==> config.mk <==
export PLATFORM = sky130hd
export DESIGN_NAME = wdt2s_top
export DESIGN_NICKNAME = d
export VERILOG_FILES = /design/src/rtl/wdt2s_pkg.sv /design/src/rtl/wdt2s_prescale.sv /design/src/rtl/wdt2s_ticks.sv /design/src/rtl/wdt2s_fsm.sv /design/src/rtl/wdt2s_top.sv
export SDC_FILE = /design/constraint.sdc
export NUM_CORES = 1
export LEC_CHECK = 0
export BUFFER_PORTS_ARGS = -buffer_cell sky130_fd_sc_hd__buf_2
export CAP_MARGIN = 20
export CORE_ASPECT_RATIO = 0.6
export CORE_MARGIN = 5
export CORE_UTILIZATION = 55
export DETAILED_ROUTE_END_ITERATION = 8
export PLACE_DENSITY = 0.81
export SLEW_MARGIN = 40
export SYNTH_ARGS = -nofsm -noshare
export SYNTH_HDL_FRONTEND = slang
export SYNTH_HIERARCHICAL = 1
export SYNTH_SLANG_ARGS = --single-unit
==> constraint.sdc <==
create_clock -name clk -period 5.6 [get_ports clk]
set_input_delay 1.12 -clock clk [delete_from_list [all_inputs] [get_ports clk]]
set_output_delay 1.12 -clock clk [all_outputs]
set_load 0.005 [all_outputs]
==> src/rtl/wdt2s_pkg.sv <==
package wdt2s_pkg;

    typedef enum logic [1:0] {
        ST_OFF   = 2'd0,
        ST_COUNT = 2'd1,
        ST_WARN  = 2'd2,
        ST_FIRE  = 2'd3
    } wd_state_e;

    // Bit positions within the control word
    localparam int unsigned B_RESTART = 0;
    localparam int unsigned B_RST_EN  = 1;
    localparam int unsigned B_RFLAG   = 2;
    localparam int unsigned B_IFLAG   = 3;
    localparam int unsigned B_IVL_LO  = 4;
    localparam int unsigned B_IRQ_EN  = 6;
    localparam int unsigned B_EN      = 7;
    localparam int unsigned B_DIV_LO  = 10;

    typedef struct packed {
        logic [1:0] div;
        logic       en;
        logic       irq_en;
        logic [1:0] ivl;
        logic       irq_f;
        logic       rst_f;
        logic       rst_en;
    } ctrl_t;

endpackage

==> src/rtl/wdt2s_prescale.sv <==
module wdt2s_prescale #(
    parameter int unsigned PRE_LO  = 16,
    parameter int unsigned PRE_MID = 128,
    parameter int unsigned PRE_HI  = 4096
) (
    input  logic       clk,
    input  logic       rst_n,
    input  logic       clr,
    input  logic [1:0] div_sel,
    output logic       tick
);
    localparam int PW = $clog2(PRE_HI + 1);

    logic [PW-1:0] ratio;
    logic [PW-1:0] pcnt_q;

    always_comb begin
        unique case (div_sel)
            2'b10:   ratio = PW'(PRE_MID);
            2'b11:   ratio = PW'(PRE_HI);
            default: ratio = PW'(PRE_LO);
        endcase
    end

    assign tick = !clr && (pcnt_q >= ratio - PW'(1));

    always_ff @(posedge clk or negedge rst_n) begin
        if (!rst_n)            pcnt_q <= '0;
        else if (clr || tick)  pcnt_q <= '0;
        else                   pcnt_q <= pcnt_q + PW'(1);
    end

    // a divider change always arrives with a clear, so the count stays in range
    assert_pcnt_bound_R3: assert property (@(posedge clk) disable iff (!rst_n)
        pcnt_q < ratio);

endmodule

==> src/rtl/wdt2s_ticks.sv <==
module wdt2s_ticks #(
    parameter int CW = 17
) (
    input  logic          clk,
    input  logic          rst_n,
    input  logic          clr,
    input  logic          inc,
    output logic [CW-1:0] count
);
    always_ff @(posedge clk or negedge rst_n) begin
        if (!rst_n)    count <= '0;
        else if (clr)  count <= '0;
        else if (inc)  count <= count + CW'(1);
    end
endmodule

==> src/rtl/wdt2s_fsm.sv <==
module wdt2s_fsm
    import wdt2s_pkg::*;
#(
    parameter int          CW          = 17,
    parameter int unsigned GRACE_TICKS = 1024,
    parameter int unsigned RST_PULSE   = 16
) (
    input  logic          clk,
    input  logic          rst_n,
    input  logic          en,
    input  logic          rst_en,
    input  logic          kick,
    input  logic          tick,
    input  logic [CW-1:0] count,
    input  logic [CW-1:0] limit,
    output wd_state_e     state_o,
    output logic          cnt_clr,
    output logic          cnt_inc,
    output logic          pre_clr,
    output logic          warn_set,
    output logic          fire_set,
    output logic          sys_rst
);
    localparam int PCW = $clog2(RST_PULSE + 1);

    wd_state_e      state_q, state_d;
    logic [PCW-1:0] pc_q;
    logic           last_ivl, last_grace, pulse_done;

    assign last_ivl   = tick && (count == limit - CW'(1));
    assign last_grace = tick && (count == CW'(GRACE_TICKS - 1));
    assign pulse_done = (pc_q == PCW'(RST_PULSE - 1));

    // Next-state logic
    always_comb begin
        state_d = state_q;
        unique case (state_q)
            ST_OFF:   if (en) state_d = ST_COUNT;                      // t_start
            ST_COUNT: begin
                if (kick)          state_d = ST_COUNT;                 // t_kick
                else if (last_ivl) state_d = ST_WARN;                  // t_expire
            end
            ST_WARN: begin
                if (kick)            state_d = ST_COUNT;               // t_kick
                else if (last_grace) state_d = rst_en ? ST_FIRE        // t_grace_fire
                                                      : ST_COUNT;      // t_grace_rearm
            end
            ST_FIRE:  if (pulse_done) state_d = ST_COUNT;              // t_pulse_done
        endcase
        if (!en) state_d = ST_OFF;                                     // t_stop
    end

    // State register
    always_ff @(posedge clk or negedge rst_n) begin
        if (!rst_n) state_q <= ST_OFF;
        else        state_q <= state_d;
    end

    // Reset pulse length counter
    always_ff @(posedge clk or negedge rst_n) begin
        if (!rst_n)                 pc_q <= '0;
        else if (state_q != ST_FIRE) pc_q <= '0;
        else                        pc_q <= pc_q + PCW'(1);
    end

    // Outputs
    always_comb begin
        cnt_clr  = (state_q == ST_OFF) || (state_q == ST_FIRE) || kick || (state_d != state_q);
        cnt_inc  = tick && ((state_q == ST_COUNT) || (state_q == ST_WARN));
        pre_clr  = (state_q == ST_OFF) || (state_q == ST_FIRE) || kick;
        warn_set = (state_q == ST_COUNT) && (state_d == ST_WARN);
        fire_set = (state_q == ST_WARN)  && (state_d == ST_FIRE);
        sys_rst  = (state_q == ST_FIRE);
        state_o  = state_q;
    end

    // the reset pulse is only ever entered from the grace window
    assert_fire_from_warn_R5: assert property (@(posedge clk) disable iff (!rst_n)
        (state_q == ST_FIRE && $past(state_q) != ST_FIRE) |-> $past(state_q) == ST_WARN);

    // a pulse that ends while enabled has lasted the full length
    assert_pulse_len_R5: assert property (@(posedge clk) disable iff (!rst_n)
        ($fell(sys_rst) && $past(en)) |-> $past(pc_q) == PCW'(RST_PULSE - 1));

endmodule

==> src/rtl/wdt2s_top.sv <==
module wdt2s_top
    import wdt2s_pkg::*;
#(
    parameter int unsigned ADDR_W      = 8,
    parameter int unsigned REG_ADDR    = 0,
    parameter int unsigned PRE_LO      = 16,
    parameter int unsigned PRE_MID     = 128,
    parameter int unsigned PRE_HI      = 4096,
    parameter int unsigned BASE_TICKS  = 1024,
    parameter int unsigned GRACE_TICKS = 1024,
    parameter int unsigned RST_PULSE   = 16
) (
    input  logic              clk,
    input  logic              rst_n,
    input  logic              bus_wr,
    input  logic              bus_rd,
    input  logic [ADDR_W-1:0] bus_addr,
    input  logic [31:0]       bus_wdata,
    output logic [31:0]       bus_rdata,
    output logic              wdog_irq,
    output logic              sys_rst_req
);
    localparam int CW = $clog2(BASE_TICKS * 64 + GRACE_TICKS + 1);

    ctrl_t         ctrl_q;
    wd_state_e     state;
    logic          wr_hit, rd_hit, kick;
    logic          tick, cnt_clr, cnt_inc, pre_clr, warn_set, fire_set;
    logic [CW-1:0] count, limit;
    logic          unused_wdata;

    assign unused_wdata = ^{bus_wdata[31:12], bus_wdata[9:8]};

    assign wr_hit = bus_wr && (bus_addr == ADDR_W'(REG_ADDR));
    assign rd_hit = bus_rd && (bus_addr == ADDR_W'(REG_ADDR));
    assign kick   = wr_hit && (bus_wdata[B_RESTART]
                    || (bus_wdata[B_DIV_LO+1:B_DIV_LO] != ctrl_q.div)
                    || (bus_wdata[B_IVL_LO+1:B_IVL_LO] != ctrl_q.ivl));

    assign limit = CW'(BASE_TICKS) << {ctrl_q.ivl, 1'b0};

    // Control register with write-one-to-clear flags; a set wins over a clear
    always_ff @(posedge clk or negedge rst_n) begin
        if (!rst_n) begin
            ctrl_q <= '0;
        end else begin
            if (wr_hit) begin
                ctrl_q.div    <= bus_wdata[B_DIV_LO+1:B_DIV_LO];
                ctrl_q.en     <= bus_wdata[B_EN];
                ctrl_q.irq_en <= bus_wdata[B_IRQ_EN];
                ctrl_q.ivl    <= bus_wdata[B_IVL_LO+1:B_IVL_LO];
                ctrl_q.rst_en <= bus_wdata[B_RST_EN];
                if (bus_wdata[B_IFLAG]) ctrl_q.irq_f <= 1'b0;
                if (bus_wdata[B_RFLAG]) ctrl_q.rst_f <= 1'b0;
            end
            if (warn_set) ctrl_q.irq_f <= 1'b1;
            if (fire_set) ctrl_q.rst_f <= 1'b1;
        end
    end

    always_comb begin
        bus_rdata = '0;
        if (rd_hit) begin
            bus_rdata[B_DIV_LO+1:B_DIV_LO] = ctrl_q.div;
            bus_rdata[B_EN]                = ctrl_q.en;
            bus_rdata[B_IRQ_EN]            = ctrl_q.irq_en;
            bus_rdata[B_IVL_LO+1:B_IVL_LO] = ctrl_q.ivl;
            bus_rdata[B_IFLAG]             = ctrl_q.irq_f;
            bus_rdata[B_RFLAG]             = ctrl_q.rst_f;
            bus_rdata[B_RST_EN]            = ctrl_q.rst_en;
        end
    end

    assign wdog_irq = ctrl_q.irq_f && ctrl_q.irq_en;

    wdt2s_prescale #(
        .PRE_LO(PRE_LO), .PRE_MID(PRE_MID), .PRE_HI(PRE_HI)
    ) u_pre (
        .clk(clk), .rst_n(rst_n), .clr(pre_clr), .div_sel(ctrl_q.div), .tick(tick)
    );

    wdt2s_ticks #(.CW(CW)) u_cnt (
        .clk(clk), .rst_n(rst_n), .clr(cnt_clr), .inc(cnt_inc), .count(count)
    );

    wdt2s_fsm #(
        .CW(CW), .GRACE_TICKS(GRACE_TICKS), .RST_PULSE(RST_PULSE)
    ) u_fsm (
        .clk(clk), .rst_n(rst_n), .en(ctrl_q.en), .rst_en(ctrl_q.rst_en),
        .kick(kick), .tick(tick), .count(count), .limit(limit),
        .state_o(state), .cnt_clr(cnt_clr), .cnt_inc(cnt_inc), .pre_clr(pre_clr),
        .warn_set(warn_set), .fire_set(fire_set), .sys_rst(sys_rst_req)
    );

    // the warning flag only rises as the grace window begins
    assert_warn_flag_R3: assert property (@(posedge clk) disable iff (!rst_n)
        $rose(ctrl_q.irq_f) |-> state == ST_WARN);

    // the reset flag is set together with the start of the pulse
    assert_rst_flag_R5: assert property (@(posedge clk) disable iff (!rst_n)
        $rose(sys_rst_req) |-> ctrl_q.rst_f);

    // a restart while running leaves the tick count at zero
    assert_kick_clears_R7: assert property (@(posedge clk) disable iff (!rst_n)
        (kick && (state == ST_COUNT || state == ST_WARN)) |=> count == '0);

    // a cleared enable stops the machine and silences the reset request
    assert_off_quiet_R10: assert property (@(posedge clk) disable iff (!rst_n)
        !ctrl_q.en |=> (state == ST_OFF && !sys_rst_req));

endmodule

; Yosys cells after proc, flatten, opt, wreduce, memory -nomap -nowiden
; Cells that the tools add are included.
[totals]
word_cells = 79
reg_bits = 46
[op_classes]
muxes = 20
n_eq_ne = 14
n_addsub = 5
magnitude_cmp = 1
n_shift = 1
n_reduce_logical = 27
[op_table]
columns = operator, n
row1 = $mux W17, 2
row2 = $pmux W13 S2, 1
row3 = $add A17 B1 Y17 const B, 1
row4 = $eq A17 B10 Y1 const B, 1
row5 = $eq A17 B17 Y1, 1
row6 = $shl A11 B3 Y17 const A, 1
row7 = $sub A17 B1 Y17 const B, 1
row8 = $mux W2, 8
row9 = $add A13 B1 Y13 const B, 1
row10 = $ge A13 B13 Y1, 1
row11 = $mux W13, 1
row12 = $sub A13 B1 Y13 const B, 1
row13 = $eq A2 B2 Y1 const B, 6
row14 = $logic_and A1 B1 Y1, 10
row15 = $reduce_bool A2 Y1, 5
row16 = $logic_not A8 Y1, 1
row17 = $pmux W2 S4, 1
row18 = $logic_or A1 B1 Y1, 7
row19 = $mux W7, 1
row20 = $ne A2 B2 Y1, 3
row21 = $add A5 B1 Y5 const B, 1
row22 = $eq A5 B4 Y1 const B, 1
row23 = $mux W5, 1
row24 = $mux W1, 4
row25 = other kinds (6), 7

; Depth between registers and ports, before layout
; Gate-level depths: netlist (run 1).
[logic_depth]
ltp_word = 16
depth_mapped = 18
ltp_nobuf = 17

; Cells and area by module
; The synthesis (run 1) kept the hierarchy.
[modules_own_cells]
columns = mod, n_inst, area_per_inst_um2, cells_each
row1 = wdt2s_fsm, 1, 1202.4, 147
row2 = wdt2s_ticks, 1, 872.1, 85
row3 = wdt2s_prescale, 1, 848.3, 83
row4 = wdt2s_top, 1, 688.2, 69

; Worst setup path after synthesis (run 1)
; No wires, ideal clock.
[synth_timing]
kind = input to register
startpoint = input port bus_addr[7]
endpoint = register u_cnt.count[14]
t_required_ns = 5.523
cell_stages = 18
t_arrival_ns = 4.676
setup_time_ns = 0.077
setup_slack_ns = 0.846
n_path_buf = 1
path_cell_list = nor4_2 nand3_2 a41oi_1 nand2b_1 inv_1 o41a_2 nor4bb_1 nand3_1 o21ai_0 a211o_1 o21ai_0 o21ai_0 nand4_1 buf_2 o211a_1 nand2_1 or4b_2 a21oi_1
[synth_between]
elab_chain_cells = 14
word_cells_on_any_way = 19
cone_classes = eq/ne: 1 / mux: 7 / reduce/logical: 11
[synth_rtl]
columns = element, line_no
row1 = "start, declared", wdt2s_top.sv:17  ; input logic [ADDR_W-1:0] bus_addr,
row2 = $logic_not A8 Y1 *, wdt2s_top.sv:34  ; assign wr_hit = bus_wr && (bus_addr == ADDR_W'(REG_ADDR));
row3 = $logic_and A1 B1 Y1 *, wdt2s_top.sv:34
row4 = $logic_and A1 B1 Y1 *, wdt2s_top.sv:36  ; assign kick = wr_hit && (bus_wdata[B_RESTART]
row5 = via kick, wdt2s_top.sv:27  ; logic wr_hit, rd_hit, kick;
row6 = $logic_or A1 B1 Y1 *, wdt2s_fsm.sv:70  ; pre_clr = (state_q == ST_OFF) || (state_q == ST_FIRE) || kick;
row7 = via pre_clr, wdt2s_top.sv:28  ; logic tick, cnt_clr, cnt_inc, pre_clr, warn_set, fire_set;
row8 = $logic_not A1 Y1 *, wdt2s_prescale.sv:25  ; assign tick = !clr && (pcnt_q >= ratio - PW'(1));
row9 = $logic_and A1 B1 Y1 *, wdt2s_prescale.sv:25
row10 = via tick, wdt2s_top.sv:28
row11 = [1 not listed], -
row12 = $mux W2 (on tied branches), "wdt2s_fsm.sv:45, wdt2s_fsm.sv:41"
row13 = $mux W2 (on tied branches), "wdt2s_fsm.sv:44, wdt2s_fsm.sv:40"
row14 = $pmux W2 S4 *, wdt2s_fsm.sv:37  ; unique case (state_q)
row15 = $mux W2 *, wdt2s_fsm.sv:50  ; if (!en) state_d = ST_OFF;
row16 = $ne A2 B2 Y1 *, wdt2s_fsm.sv:68  ; cnt_clr = (state_q == ST_OFF) || (state_q == ST_FIRE) || kick || (state_d != state_q);
row17 = $logic_or A1 B1 Y1 *, wdt2s_fsm.sv:68
row18 = via cnt_clr, wdt2s_top.sv:28
row19 = $mux W17 or $reduce_bool A2 Y1 (tied branches), -
row20 = "end signal, assigned", wdt2s_ticks.sv:13  ; else if (inc) count <= count + CW'(1);
row21 = "end, declared", wdt2s_ticks.sv:8  ; output logic [CW-1:0] count
; Mark *: on every way through the listed nets, which the timed path passes. The rest lies on a longest branch.
; A chain may end at the register's enable or synchronous reset.

; Worst setup path after layout (run 1)
[layout_timing]
startpoint = input port bus_addr[1]
endpoint = register u_cnt.count[15]
; The elaborated chain is that of the path after synthesis.

==> results of run 1 <==
critical path, cell delays in order:
cell and delay (ps):
buf_2 110, nor4_2 470, nand3_2 140, a41oi_1 300, nand2b_1 190, inv_1 50
o41a_2 150, nor4bb_1 170, nand3_1 110, o21ai_0 90, a211o_1 400, o21ai_0 260
o21ai_0 120, nand4_1 340, o211ai_1 220, or3_4 400, or4_1 510, a21oi_1 150
cell usage after synthesis (all sizes together), types with 3 or more instances:
cell type / count / area share [%]
xnor2: 23 / 5.6
xor2: 26 / 6.3
nand3: 15 / 2.2
o21ai: 12 / 1.9
nand2: 14 / 1.5
nor2b: 8 / 1.4
and2: 16 / 2.8
and3: 6 / 1.1
nor3: 21 / 2.9
nor3b: 4 / 0.83
o31ai: 3 / 1.0
a21o: 4 / 0.83
ha: 15 / 5.2
or4: 5 / 1.2
or3: 8 / 1.9
dfrtp: 46 / 32
inv: 8 / 0.83
mux2: 8 / 2.5
o21a: 4 / 0.83
and4: 6 / 1.5
nand4: 18 / 3.5
nor4: 12 / 3.3
a21oi: 7 / 0.97
a211oi: 4 / 1.1
nor2: 29 / 3.0
buf: 30 / 6.2
mux2i: 5 / 1.4
per-layer routing:
metal / GRT usage, % / vias up
li1: - / 1481
met1: 29.5 / 1419
met2: 30.0 / 112
met3: 3.98 / 9
met4: 4.74 / 0
met5: 0 / -
worst max path at each step:
stage                      end        start  depth (start not counted)  slack (ps)
2_1_floorplan  u_cnt/count[14]  bus_addr[7]                         18         850
3_5_place_dp   u_cnt/count[15]  bus_addr[1]                         18         290
5_1_grt        u_cnt/count[15]  bus_addr[1]                         18         290
3_3_place_gp   u_cnt/count[15]  bus_addr[1]                         18         460
6_report       u_cnt/count[15]  bus_addr[1]                         18         530
4_1_cts        u_cnt/count[15]  bus_addr[1]                         18         600
cell usage in the layout, fill, tap and decap left out, types with 8 or more instances in the layout:
cell | synthesis | layout
nor2_1 | 29 | 29
buf_2 | 3 | 31
xnor2_1 | 23 | 23
nand3_1 | 14 | 14
nor2b_1 | 8 | 8
dfrtp_1 | 46 | 46
nor4_1 | 8 | 8
nor3_1 | 21 | 21
and2_1 | 16 | 16
xor2_1 | 26 | 26
inv_1 | 8 | 8
ha_1 | 15 | 15
mux2_2 | 8 | 8
nand2_1 | 14 | 14
o21ai_0 | 10 | 10
conb_1 | 2 | 80
nand4_1 | 17 | 17
metrics by stage:
step | cell area (um^2) | power (uW) | instances
4_1_cts | 4060 | 621 | 559
6_report | 4060 | 622 | 559
3_5_place_dp | 3970 | 415 | 551
2_1_floorplan | 3900 | 404 | 462
3_3_place_gp | 3970 | 412 | 551
5_1_grt | 4060 | 649 | 559
sequential cells by signal (all words and copies together), names as in the netlist:
name	count
u_cnt/count	17
u_pre/pcnt_q	13
ctrl_q	9
u_fsm/pc_q	5
u_fsm/state_o	2
power groups by stage:
stage	clock, uW	combinational, uW	sequential [uW]
2_1_floorplan	0	59.3	345
3_3_place_gp	0	66.6	346
3_5_place_dp	0	68.5	346
4_1_cts	213	68.8	340
5_1_grt	226	82.2	340
6_report	210	72.1	340
kinds of logic after synthesis:
family | count (synthesis) | share of synthesized area [%]
AO/OA/AOI/OAI | 48 | 10.3
XOR/XNOR | 49 | 11.9
adder cells (fa/ha/maj) | 15 | 5.20
buffers and inverters | 39 | 7.17
flip-flops | 46 | 31.9
multiplexers | 13 | 3.88
other | 2 | 0.208
AND/OR/NAND/NOR | 172 | 29.5
final cells by class:
type	instances	share of cell area [%]
clock buffers	7	2.12
inverters	8	0.739
multi-input cells	377	61.4
repair buffers	36	4.74
clock inverters	1	0.123
well taps	84	2.59
flip-flops and latches	46	28.3
==> metrics.md, run 1 <==
| Metric | Value |
|---|---|
| Drt pass-1 iters | `4` |
| Sink Count | `46` |
| Fin util | `65.0%` |
| Distinct cells, synth | `64` |
| Yosys warnings | `6` |
| DIE AREA | `between 8000 and 9000 um^2` |
| Area growth, synth to finish | `12.5%` |
| Syn Inst Count | `384` |
| Die W | `115 um` |
| RSZ-0062 raised after global routing | `false` |
| Register share of total power | `54.6%` |
| Register Area | `1150 um^2` |
| Peak Freq | `0.197 GHz` |
| Diode count | `0` |
| GPL Wtd Cong | `roughly 0.84` |
| Metal1 wirelength | `3890 um` |
| Switching Fraction | `25.9%` |
| Grt ovf | `0` |
| Clock-pin slew on the worst setup and hold paths | `80 ps` |
| Sequential share of the synthesized area | `31.9%` |
| Hold Path Class | `reg -> reg` |
| RR Endpoint | `u_cnt/count[15]` |
| CTS tree | `yes` |
| Pint | `461 uW` |
| Hold_ws | `462 ps` |
| Slack of the critical path | `535 ps` |
| Post-CTS setup buffers | `0` |
| H-tree level count | `2` |
| Hold depth | `1` |
| Num ports | `78` |
| Initial Utilization | `roughly 58%` |
| Top routing layer in use | `met4` |
| Total GRT Usage | `between 15 and 20%` |
| Data required, critical path | `5830 ps` |
| Pre-CTS WS | `about 290 ps` |
| Wirelength per Cell | `around 14 um` |
| Max_cap viols | `0` |
| Gate power share | `11.6%` |
| Clock buffer depth | `2` |
| WP data arrival | `roughly 5300 ps` |
| Worst Setup Start Kind | `input port` |
| DR DRC count | `0` |
| FF-to-FF setup slack | `slightly above 800 ps` |
| Metal2 WL | `around 3400 um` |
| Leak Pwr | `between 0.0015 and 0.002 uW` |
| Multi-input logic area | `2490 um^2` |
| Fin. max-slew vios | `0` |
| Final setup fails | `0` |
| Status | `complete, no violations` |
| Ys async rst share | `100%` |
| Actual slew at the worst max-slew pin | `575 ps` |
| Initial antenna violation count | `0` |
| Worst setup EP type | `flip-flop` |
| VDD IR max | `approximately 0.094 mV` |
| Top_reg_cell synth | `dfrtp_1` |
| Worst r2r src | `ctrl_q[8]` |
| FP Rows | `22` |
| Mapped Area | `3610 um^2` |
| Layout Nets | `533` |
| First DRT Iteration DRCs | `186` |
| Fin. Hold Viols | `0` |
| Slew headroom | `61.6%` |
| Hold path endpoint | `u_fsm/pc_q[0]` |
| Clock Tree Root | `clkbuf_8` |
| Core box area | `6250 um^2` |
| Setup TNS | `0 ps` |
| Power per Cell Area | `153 nW/um^2` |
| Vias in the first global route | `2848` |
| Syn_area_per_cell | `9.40 um^2` |
| Routed Antenna Nets | `0` |
| CTS resizes | `0` |
| Tmin final | `5070 ps` |
| Hold_buf cts | `0` |
| CP max FO | `9` |
| Die Y-Extent | `72.8 um` |
| Worst R2R Path Depth | `16` |
| Met3 routed WL | `~700 um` |
| Largest net degree at the start of global routing | `47` |
| Switching power | `161 uW` |
| Hold_sp | `u_fsm/pc_q[0]` |
| Clock network power share | `33.8%` |
| Layout cells sized above 1 | `between 10% and 20%` |
| Detailed placement HPWL | `6300 um` |
| Port Buffers | `32` |
| Clk_skew | `7.42 ps` |
| Final wirelength | `around 8100 um` |
| Post-synth EDFFs | `0` |
| Number of vias per cell | `5.40` |
| First-pass GRT wire length | `13400 um` |
| Skew-Pair Late Insertion Delay | `300 ps` |
| Filler Cell Count | `494` |
| Cts bufs inserted | `5` |
| Yosys reg bits | `46` |
| Final period utilization | `90.5%` |
| DR vias | `3021` |
| CP Class | `in -> reg` |
No activity file was read; power rests on OpenSTA's default activity.
==> inputs of run 2 (changes only) <==
--- a/config.mk
+++ b/config.mk
@@ -11,7 +11,7 @@
 export CORE_MARGIN = 5
 export CORE_UTILIZATION = 55
 export DETAILED_ROUTE_END_ITERATION = 8
-export PLACE_DENSITY = 0.81
+export PLACE_DENSITY_LB_ADDON = 0.2
 export SLEW_MARGIN = 40
 export SYNTH_ARGS = -nofsm -noshare
 export SYNTH_HDL_FRONTEND = slang
==> run 2 against run 1 <==
Net effect:
- cell count unchanged
- combinational power shrank 2%
- largest power group unchanged
- critical endpoint unchanged
- fmax shrank 1.3%
==> metrics.md, run 2 (synthesis gave the netlist of run 1 again) <==
| Metric | Value |
|---|---|
| Status | `complete, no violations` |
| RSZ-0062 raised after global routing | `false` |
| Diode count | `0` |
| Power per Cell Area | `151 nW/um^2` |
| Commonest non-fill, non-tap cell in the layout | `conb_1` |
| Layout Nets | `533` |
| Post-CTS setup buffers | `0` |
| Data required, critical path | `5830 ps` |
| WP data arrival | `between 5000 and 6000 ps` |
| Worst R2R Path Depth | `17` |
| Max_cap viols | `0` |
| Hold depth | `1` |
| Wirelength per Cell | `13.7 um` |
| Initial antenna violation count | `0` |
| CTS tree | `yes` |
| Total GRT Usage | `19.0%` |
| Initial Utilization | `57.8%` |
| DIE AREA | `8340 um^2` |
| First-pass GRT wire length | `12800 um` |
| DR DRC count | `0` |
| Actual slew at the worst max-slew pin | `just under 700 ps` |
| Die Y-Extent | `72.8 um` |
| Sink Count | `46` |
| Leak Pwr | `0.00188 uW` |
| CTS resizes | `0` |
| CP Class | `in -> reg` |
| Clock-pin slew on the worst setup and hold paths | `80 ps` |
| Final period utilization | `91.6%` |
| Largest net degree at the start of global routing | `47` |
| Area growth, synth to finish | `12.5%` |
| Slew headroom | `between 50% and 60%` |
| Worst setup EP type | `flip-flop` |
| Pwr Total | `616 uW` |
| GPL Wtd Cong | `approximately 0.83` |
| Final wirelength | `7640 um` |
| FP Rows | `22` |
| First DRT Iteration DRCs | `188` |
| Routed Antenna Nets | `0` |
| Drt pass-1 iters | `6` |
| VDD IR max | `0.131 mV` |
| Die W | `115 um` |
| Max reg flops | `17` |
| Clk_skew | `about 6.6 ps` |
| CP max FO | `10` |
| Skew-Pair Late Insertion Delay | `approximately 300 ps` |
| Commonest non-fill, non-tap cells in the layout | `conb_1 (80), dfrtp_1 (46), buf_2 (31), nor2_1 (29), xor2_1 (26)` |
| Worst Setup Start Kind | `input port` |
| H-tree level count | `2` |
| Clock Tree Root | `clkbuf_8` |
| Vias in the first global route | `~2700` |
| Num ports | `78` |
| Largest Register | `u_cnt/count` |
| Largest registers | `u_cnt/count (17), u_pre/pcnt_q (13), ctrl_q (9)` |
| Hold Path Class | `reg -> reg` |
| Fin. Hold Viols | `0` |
| Final setup fails | `0` |
| Hold_buf cts | `0` |
| Layout cells sized above 1 | `16.6%` |
| DR vias | `2923` |
| Peak Freq | `0.195 GHz` |
| Clock buffer depth | `2` |
| Grt ovf | `0` |
| Detailed placement HPWL | `6050 um` |
| Number of vias per cell | `5.23` |
| Setup TNS | `0 ps` |
| Tmin final | `5130 ps` |
| Fin. max-slew vios | `0` |
| Core box area | `6250 um^2` |
| Cts bufs inserted | `5` |
| Port Buffers | `32` |
## run 2: cell counts in the layout (fill, tap and decap cells not counted)
No cell type changed its count.
## run 2: cell type report
class                      instances  area [um^2]
multi-input combinational        377         2490
fill                             535         2180
sequential                        46         1150
timing repair buffer              36          193
tap                               84          105
clock buffer                       7         86.3
inverter                           8         30.0
clock inverter                     1         5.00
## run 2: worst max-delay path: stages
cell and delay (ps):
buf_2 100, nor4_2 450, nand3_2 140, a41oi_1 280, nand2b_1 200, inv_1 50
o41a_2 140, nor4bb_1 160, nand3_1 110, nor2_1 60, mux2i_1 110, nor3b_1 580
mux2i_1 210, nand4_1 350, o211ai_1 230, or3_4 410, or4_1 510, a21oi_1 150
## run 2: power by group
group	leakage [uW]	switching, uW	total (uW)	internal, uW
logic	0.00119	44.4	70.4	26.0
registers	0.000641	4.62	340	335
clock network	0.0000482	106	206	99.6
total	0.00188	155	616	461
## run 2: metal layers
layer | vias to the layer above | track usage, % | wire length [um]
li1 | 1475 | - | -
met5 | - | 0 | 0
met3 | 14 | 3.98 | 814
met2 | 115 | 26.4 | 2890
met4 | 0 | 4.61 | 87
met1 | 1319 | 29.8 | 3840
## run 2: through the flow
| stage | setup WS, ps | hold slack (ps) | cell area (um^2) | util [%] | std cells |
|---|---|---|---|---|---|
| floorplan | 846 | 432 | 3900 | - | 462 |
| CTS | 512 | 471 | 4060 | 65.0 | 559 |
| detailed placement | 239 | 459 | 3970 | 63.6 | 551 |
| global route | 68.7 | 498 | 4060 | 65.0 | 559 |
| finish | 470 | 470 | 4060 | 65.0 | 559 |
| global placement | 397 | 454 | 3970 | 63.5 | 551 |
## run 2: worst paths after layout
kind                                from         endpoint  slack, ps
setup reg to reg               ctrl_q[8]  u_cnt/count[15]        670
hold / removal             u_fsm/pc_q[0]    u_fsm/pc_q[0]        470
max in group asynchronous          rst_n  u_pre/pcnt_q[0]       4380
setup / recovery             bus_addr[7]  u_cnt/count[15]        470
hold reg to reg            u_fsm/pc_q[0]    u_fsm/pc_q[0]        470
min in group asynchronous          rst_n        ctrl_q[8]        810
